--- src/rtl/adcfmt_pkg.sv ---
package adcfmt_pkg;
  localparam int NCONV = 3;
  localparam int NCH   = 2 * NCONV;
  localparam int CW    = $clog2(NCH);
  localparam int MW    = 3;

  typedef logic [NCH-1:0] chmask_t;
  typedef logic [CW-1:0]  chidx_t;
  typedef logic [MW-1:0]  mode_t;

  localparam mode_t MODE_1CH = 3'd0;
  localparam mode_t MODE_2CH = 3'd1;
  localparam mode_t MODE_3CH = 3'd2;
  localparam mode_t MODE_4CH = 3'd3;
  localparam mode_t MODE_6CH = 3'd4;

  // enabled channel set for a mode code; unknown codes fall back to one channel
  function automatic chmask_t mode_mask(mode_t code);
    chmask_t m;
    m = '0;
    case (code)
      MODE_2CH: for (int k = 0; k < 2; k++) m[2*k] = 1'b1;
      MODE_3CH: for (int k = 0; k < NCONV; k++) m[2*k] = 1'b1;
      MODE_4CH: for (int i = 0; i < 4; i++) m[i] = 1'b1;
      MODE_6CH: m = '1;
      default:  m[0] = 1'b1;
    endcase
    return m;
  endfunction

  // lowest enabled channel
  function automatic chidx_t first_ch(chmask_t m);
    chidx_t r;
    logic   f;
    r = '0;
    f = 1'b0;
    for (int i = 0; i < NCH; i++) begin
      if (m[i] && !f) begin
        r = chidx_t'(i);
        f = 1'b1;
      end
    end
    return r;
  endfunction

  // next enabled channel above cur, wrapping to the lowest
  function automatic chidx_t next_ch(chmask_t m, chidx_t cur);
    chidx_t r;
    logic   f;
    r = first_ch(m);
    f = 1'b0;
    for (int i = 0; i < NCH; i++) begin
      if (m[i] && (i > int'(cur)) && !f) begin
        r = chidx_t'(i);
        f = 1'b1;
      end
    end
    return r;
  endfunction
endpackage

--- src/rtl/adcfmt_chan_map.sv ---
module adcfmt_chan_map
  import adcfmt_pkg::*;
(
  input  mode_t            mode_act,
  output logic [NCH-1:0]   ch_en,
  output logic [NCONV-1:0] conv_en
);
  assign ch_en = mode_mask(mode_act);

  for (genvar k = 0; k < NCONV; k++) begin : g_conv
    assign conv_en[k] = ch_en[2*k] | ch_en[2*k+1];
  end
endmodule

--- src/rtl/adcfmt_sample_hold.sv ---
module adcfmt_sample_hold
  import adcfmt_pkg::*;
#(
  parameter int DW = 10
) (
  input  logic                clk,
  input  logic                rst_n,
  input  logic [NCONV*DW-1:0] conv_data,
  input  logic [NCONV-1:0]    conv_valid,
  input  logic [NCONV-1:0]    conv_sel,
  input  logic [NCH-1:0]      ch_en,
  output logic [NCH*DW-1:0]   hold
);
  for (genvar k = 0; k < NCONV; k++) begin : g_conv
    for (genvar s = 0; s < 2; s++) begin : g_side
      localparam int CH = 2 * k + s;
      logic take;
      assign take = conv_valid[k] && (conv_sel[k] == (s == 1)) && ch_en[CH];
      always_ff @(posedge clk or negedge rst_n) begin
        if (!rst_n)
          hold[CH*DW +: DW] <= '0;
        else if (take)
          hold[CH*DW +: DW] <= conv_data[k*DW +: DW];
      end
    end
  end
endmodule

--- src/rtl/adcfmt_edge_seq.sv ---
module adcfmt_edge_seq
  import adcfmt_pkg::*;
#(
  parameter int DW = 10
) (
  input  logic              clk,
  input  logic              rst_n,
  input  logic              cfg_wide,
  input  logic              cfg_fall_only,
  input  mode_t             cfg_mode,
  input  logic [NCH*DW-1:0] hold,
  output logic              out_clk,
  output logic [DW-1:0]     out_data,
  output logic              act_wide,
  output logic              act_fall,
  output mode_t             act_mode
);
  localparam int HW = DW / 2;

  logic          ph;
  logic [DW-1:0] fall_word;
  chidx_t        ptr;

  chmask_t       mask_new;
  logic          mode_chg;
  logic          wide_new, fall_new;
  chidx_t        c0, c1, ptr_nxt;
  logic [DW-1:0] w0, w1;
  logic [DW-1:0] half_a, half_b;

  always_comb begin
    mask_new = mode_mask(cfg_mode);
    mode_chg = (cfg_mode != act_mode);
    wide_new = cfg_wide;
    fall_new = cfg_wide & cfg_fall_only;
    c0       = mode_chg ? first_ch(mask_new) : ptr;
    c1       = next_ch(mask_new, c0);
    w0       = hold[int'(c0)*DW +: DW];
    w1       = hold[int'(c1)*DW +: DW];
    if (!wide_new) begin
      half_a  = {{(DW-HW){1'b0}}, w0[DW-1:HW]};
      half_b  = {{(DW-HW){1'b0}}, w0[HW-1:0]};
      ptr_nxt = c1;
    end else if (!fall_new) begin
      half_a  = w0;
      half_b  = w1;
      ptr_nxt = next_ch(mask_new, c1);
    end else begin
      half_a  = out_data;
      half_b  = w0;
      ptr_nxt = c1;
    end
  end

  always_ff @(posedge clk or negedge rst_n) begin
    if (!rst_n) begin
      ph        <= 1'b0;
      out_data  <= '0;
      fall_word <= '0;
      ptr       <= '0;
      act_wide  <= 1'b0;
      act_fall  <= 1'b0;
      act_mode  <= MODE_1CH;
    end else begin
      ph <= ~ph;
      if (!ph) begin
        act_wide  <= wide_new;
        act_fall  <= fall_new;
        act_mode  <= cfg_mode;
        out_data  <= half_a;
        fall_word <= half_b;
        ptr       <= ptr_nxt;
      end else begin
        out_data  <= fall_word;
      end
    end
  end

  assign out_clk = ph;
endmodule

--- src/rtl/adcfmt_top.sv ---
module adcfmt_top
  import adcfmt_pkg::*;
#(
  parameter int DW = 10
) (
  input  logic                clk,
  input  logic                rst_n,
  input  logic                cfg_wide,
  input  logic                cfg_fall_only,
  input  logic [MW-1:0]       cfg_mode,
  input  logic [NCONV*DW-1:0] conv_data,
  input  logic [NCONV-1:0]    conv_valid,
  input  logic [NCONV-1:0]    conv_sel,
  output logic                out_clk,
  output logic [DW-1:0]       out_data,
  output logic [NCH-1:0]      ch_en,
  output logic [NCONV-1:0]    conv_en
);
  logic [NCH*DW-1:0] hold_flat;
  logic              act_wide;
  logic              act_fall;
  mode_t             act_mode;

  adcfmt_chan_map u_map (
    .mode_act (act_mode),
    .ch_en    (ch_en),
    .conv_en  (conv_en)
  );

  adcfmt_sample_hold #(.DW(DW)) u_hold (
    .clk        (clk),
    .rst_n      (rst_n),
    .conv_data  (conv_data),
    .conv_valid (conv_valid),
    .conv_sel   (conv_sel),
    .ch_en      (ch_en),
    .hold       (hold_flat)
  );

  adcfmt_edge_seq #(.DW(DW)) u_seq (
    .clk           (clk),
    .rst_n         (rst_n),
    .cfg_wide      (cfg_wide),
    .cfg_fall_only (cfg_fall_only),
    .cfg_mode      (cfg_mode),
    .hold          (hold_flat),
    .out_clk       (out_clk),
    .out_data      (out_data),
    .act_wide      (act_wide),
    .act_fall      (act_fall),
    .act_mode      (act_mode)
  );
endmodule

--- config.mk ---
export PLATFORM = sky130hd
export DESIGN_NAME = adcfmt_top
export DESIGN_NICKNAME = d
export VERILOG_FILES = /design/src/rtl/adcfmt_pkg.sv /design/src/rtl/adcfmt_chan_map.sv /design/src/rtl/adcfmt_sample_hold.sv /design/src/rtl/adcfmt_edge_seq.sv /design/src/rtl/adcfmt_top.sv
export SDC_FILE = /design/constraint.sdc
export NUM_CORES = 1
export LEC_CHECK = 0
export BUFFER_PORTS_ARGS = -buffer_cell sky130_fd_sc_hd__buf_2
export CAP_MARGIN = 30
export CORE_UTILIZATION = 44
export DETAILED_ROUTE_END_ITERATION = 10
export PLACE_DENSITY = 0.68
export SLEW_MARGIN = 10
export SYNTH_ARGS = -nofsm -noshare
export SYNTH_HDL_FRONTEND = slang
export SYNTH_SLANG_ARGS = --single-unit
--- constraint.sdc ---
create_clock -name clk -period 5.69 [get_ports clk]
set_input_delay 1.138 -clock clk [delete_from_list [all_inputs] [get_ports clk]]
set_output_delay 1.138 -clock clk [all_outputs]
set_load 0.05 [all_outputs]
==> results.md <==
Status:
- The flow ran to the end, and the final reports show no timing, DRC or antenna violations.

Floorplanning:
- The area of the die is roughly 0.012 mm2.
- For this configuration, the core starts out at a cell density of a little under half.
- From left edge to right edge, the die measures 107 um.
- In this run the core area contains 38 standard-cell rows.
- The core area is around 0.011 mm2.
- The boundary pin count is 63.
- Measured along the y axis, the die boundary spans 107 um.

Synth:
- The cell count after synthesis came out at about 460.
- The cell area that synthesis handed to floorplanning was between 0.004 and 0.005 mm2.
- The top cell type by area accounts for between 40% and 50% of the synthesized area.
- The sequential area share after synthesis is between 40 and 50%.
- The share of synthesized registers carrying an async set or reset is 100%.
- In this run, synthesis inferred 0 flip-flops with an integrated enable.
- Among all flip-flop cells after synthesis, the most frequent one is sky130_fd_sc_hd__dfrtp_1.
- The number of synthesized register bits is 87.
- The largest total area in the synthesized netlist belongs to sky130_fd_sc_hd__dfrtp_1.
- After synthesis, the mean cell area works out to between 10 and 15 um2.
- The total number of yosys warnings is 0.
- Counting distinct cell types in the post-synthesis netlist gives 62.
- By area the synthesized netlist is led by sky130_fd_sc_hd__dfrtp_1 (45%), sky130_fd_sc_hd__mux2_2 (14%), sky130_fd_sc_hd__mux2i_1 (6.6%).

Clock network:
- The maximum buffer depth of the clock tree is 2.
- The buffer cell driving the clock tree root is sky130_fd_sc_hd__clkbuf_8.
- The number of clock sinks seen by CTS is 87.
- The number of post-CTS setup repair buffers is 0.
- Clock latency on the worst-skew pair, taken at its later pin, is around 0.37 ns.
- The H-tree generated during clock tree synthesis spans 3 levels.
- Post-CTS repair changed the size of 0 cells.
- In this run, post-CTS hold repair placed 0 buffers.
- TritonCTS built the clock tree.
- Counting the buffers created by CTS gives 9.
- The register clock-pin slew on the reported worst setup and hold paths is ~0.090 ns.

Power:
- The power per cell area is around 330 mW/mm2.
- The design draws 0.00178 W.
- IR analysis of the VDD net gives a maximum drop of around 0.16 mV.
- The standby leakage power is 2.33 nW.

Setup path:
- The launch point of the worst reg-to-reg path is u_seq.ptr[2].
- STA classifies the critical path startpoint as an input port.
- For the worst setup path, the data arrival time is roughly 3.7 ns.
- The critical path is of the input port to flip-flop type.
- The kind of end point of the critical path is a flip-flop.
- The largest fanout on the critical path is 20.
- The critical path starts at cfg_mode[0].
- STA puts the critical path data required time at ~6 ns.

Cells and area:
- The final-layout fill cell count is approximately 1.0k.
- In the final layout, the share of cells above drive strength 1 is 30.2%.
- The library cells used most frequently in the layout, excluding fill and tap cells, are sky130_fd_sc_hd__dfrtp_1 (87), sky130_fd_sc_hd__mux2_2 (62), sky130_fd_sc_hd__buf_2 (60).
- The most common cell after layout, fill and taps aside is sky130_fd_sc_hd__dfrtp_1.
- The antenna cell count is 0.
- The number of nets in the layout is ~540.
- The area growth from synthesis to layout is 11.9%.

Routing:
- For this run, design rule violations remaining after detail routing come to 0.
- The pre-antenna-repair detailed-routing pass consisted of 6 iterations.
- After detailed routing, the average wire length per cell comes to roughly 20 um.
- The count of routing violations after the opening detailed-route iteration is about 220.
- The number of routed nets with antenna violations is 0.
- The total wire length after detailed routing is around 13,000 um.
- The total number of vias is 3,933.
- Dividing the detail-routed via count by the number of cells gives a little over 6.

Global route:
- The via count of the first global-routing pass was about 3.9k.
- The initial antenna violation count is 0.
- The leftover overflow at the end of global routing is 0.
- The pin count of the biggest net entering global routing is 48.
- Global routing used 23.5% of the available tracks across all layers.
- The first global-routing pass estimated roughly 20,000 um of wire.

Timing:
- Measured against its own limit, the worst slew margin works out to between 30% and 40%.
- Dividing the final minimum period by the clock period gives between 50% and 60%.
- In the final timing run, aggregate negative setup slack is 0 ns.
- Setup repair after global routing left no endpoint under its margin.
- Static timing analysis puts the maximum clock frequency at approximately 0.29 GHz.
- Subtracting the final worst setup slack from the clock period gives approximately 3.4 ns.
- The slew at the pin with the worst max-slew slack is ~0.94 ns.
- The final-report max-slew violation count was 0.
- The post-route clock skew is 0.0158 ns.
- The number of failing setup endpoints in the final timing report is 0.
- The final hold violation count is 0.
- Hold timing on the final database bottoms out at a slack of ~0.48 ns.

Hold path:
- The worst hold path begins at u_seq.fall_word[4].
- The worst hold-check path type is flip-flop to flip-flop.

Job:
- Max-cap violations in this run came to 0.

Place:
- The number of port buffers is 60.
- The global placement routability congestion is 0.888.
- The placed wire-length estimate after detailed placement is between 9000 and 10,000 um.
==> final cells by class <==
class	count	area, um2	share of cell area, %
flip-flops and latches	87	2180	39.8
clock buffers	14	173	3.16
well taps	140	175	3.21
multi-input cells	330	2520	46.1
clock inverters	2	37.5	0.687
repair buffers	66	365	6.68
inverters	5	18.8	0.343
==> worst max-delay path: stages <==
cell and delay, ns:
sky130_fd_sc_hd__buf_2 0.15, sky130_fd_sc_hd__nor4b_1 0.30, sky130_fd_sc_hd__a31oi_1 0.10, sky130_fd_sc_hd__o21ai_0 0.41, sky130_fd_sc_hd__and2_1 0.83, sky130_fd_sc_hd__nand2_1 0.28, sky130_fd_sc_hd__a2bb2oi_1 0.20, sky130_fd_sc_hd__o221a_2 0.24
==> kinds of logic after synthesis <==
family,share of synthesized area [%]
other cells,0.0768
simple gates,10.4
xor+xnor,1.44
buf+inv,4.02
mux,22.2
flops,44.6
compound gates,17.2
==> registers in the layout (all words and copies together) (netlist names) <==
register and cells:
u_hold.hold 60, u_seq.fall_word 10, u_seq.out_data 10, u_seq.act_mode 3, u_seq.ptr 3, u_seq.out_clk 1
==> report_power, final <==
part	switching [W]	internal (W)
Sequential	0.000113	0.000745
Clock	0.000218	0.000240
Combinational	0.000251	0.000210
Total	0.000582	0.00119
==> final timing paths <==
check	end	slack, ns	depth (start not counted)
max in group asynchronous	u_hold.hold[45]	4.30	2
max reg2reg	u_seq.fall_word[3]	2.69	6
max	u_seq.fall_word[3]	2.29	8
min reg2reg	u_seq.out_data[4]	0.48	2
min in group asynchronous	u_seq.act_mode[0]	0.76	1
min	u_seq.out_data[4]	0.48	2
==> cells in the mapped netlist, drive strengths merged (2+ instances only) <==
master and number:
or3 3, buf 16, o21ai 34, a22o 2
nor3 7, nand4 2, mux2 68, nor2 25
o32a 3, a41oi 3, a21oi 10, a31oi 2
o21bai 4, a21boi 4, xnor2 4, a2bb2oi 2
o221a 2, and3 4, nor4b 2, and2 6
a21o 2, o21a 4, o221ai 6, a211oi 4
xor2 4, dfrtp 87, inv 4, nand2b 7
clkbuf 18, nor4 2, a32oi 3, a211o 2
a221oi 10, nor2b 4, mux2i 32, o31a 4
o22ai 9, o211ai 3, o22a 3, nand2 31
nand3 2
==> layer usage <==
metal	vias to the layer above	global-route usage, %	share of wire [%]	wire [um]
met5	-	0	0	0
met4	0	11.1	3.8	485
met1	1959	30.1	43	5590
li1	1787	-	-	-
met2	155	38.2	47	6090
met3	32	4.60	5.9	758
==> through the flow <==
step	area [um2]	utilization (%)	cells	setup WS (ns)
after floorplan	4890	-	456	2.45
after global placement	5220	48.2	626	2.02
after detailed placement	5260	48.5	628	1.94
after CTS	5470	50.4	644	2.32
after global routing	5470	50.4	644	2.13
final	5470	50.4	644	2.29
(Power assumes the default switching activity.)
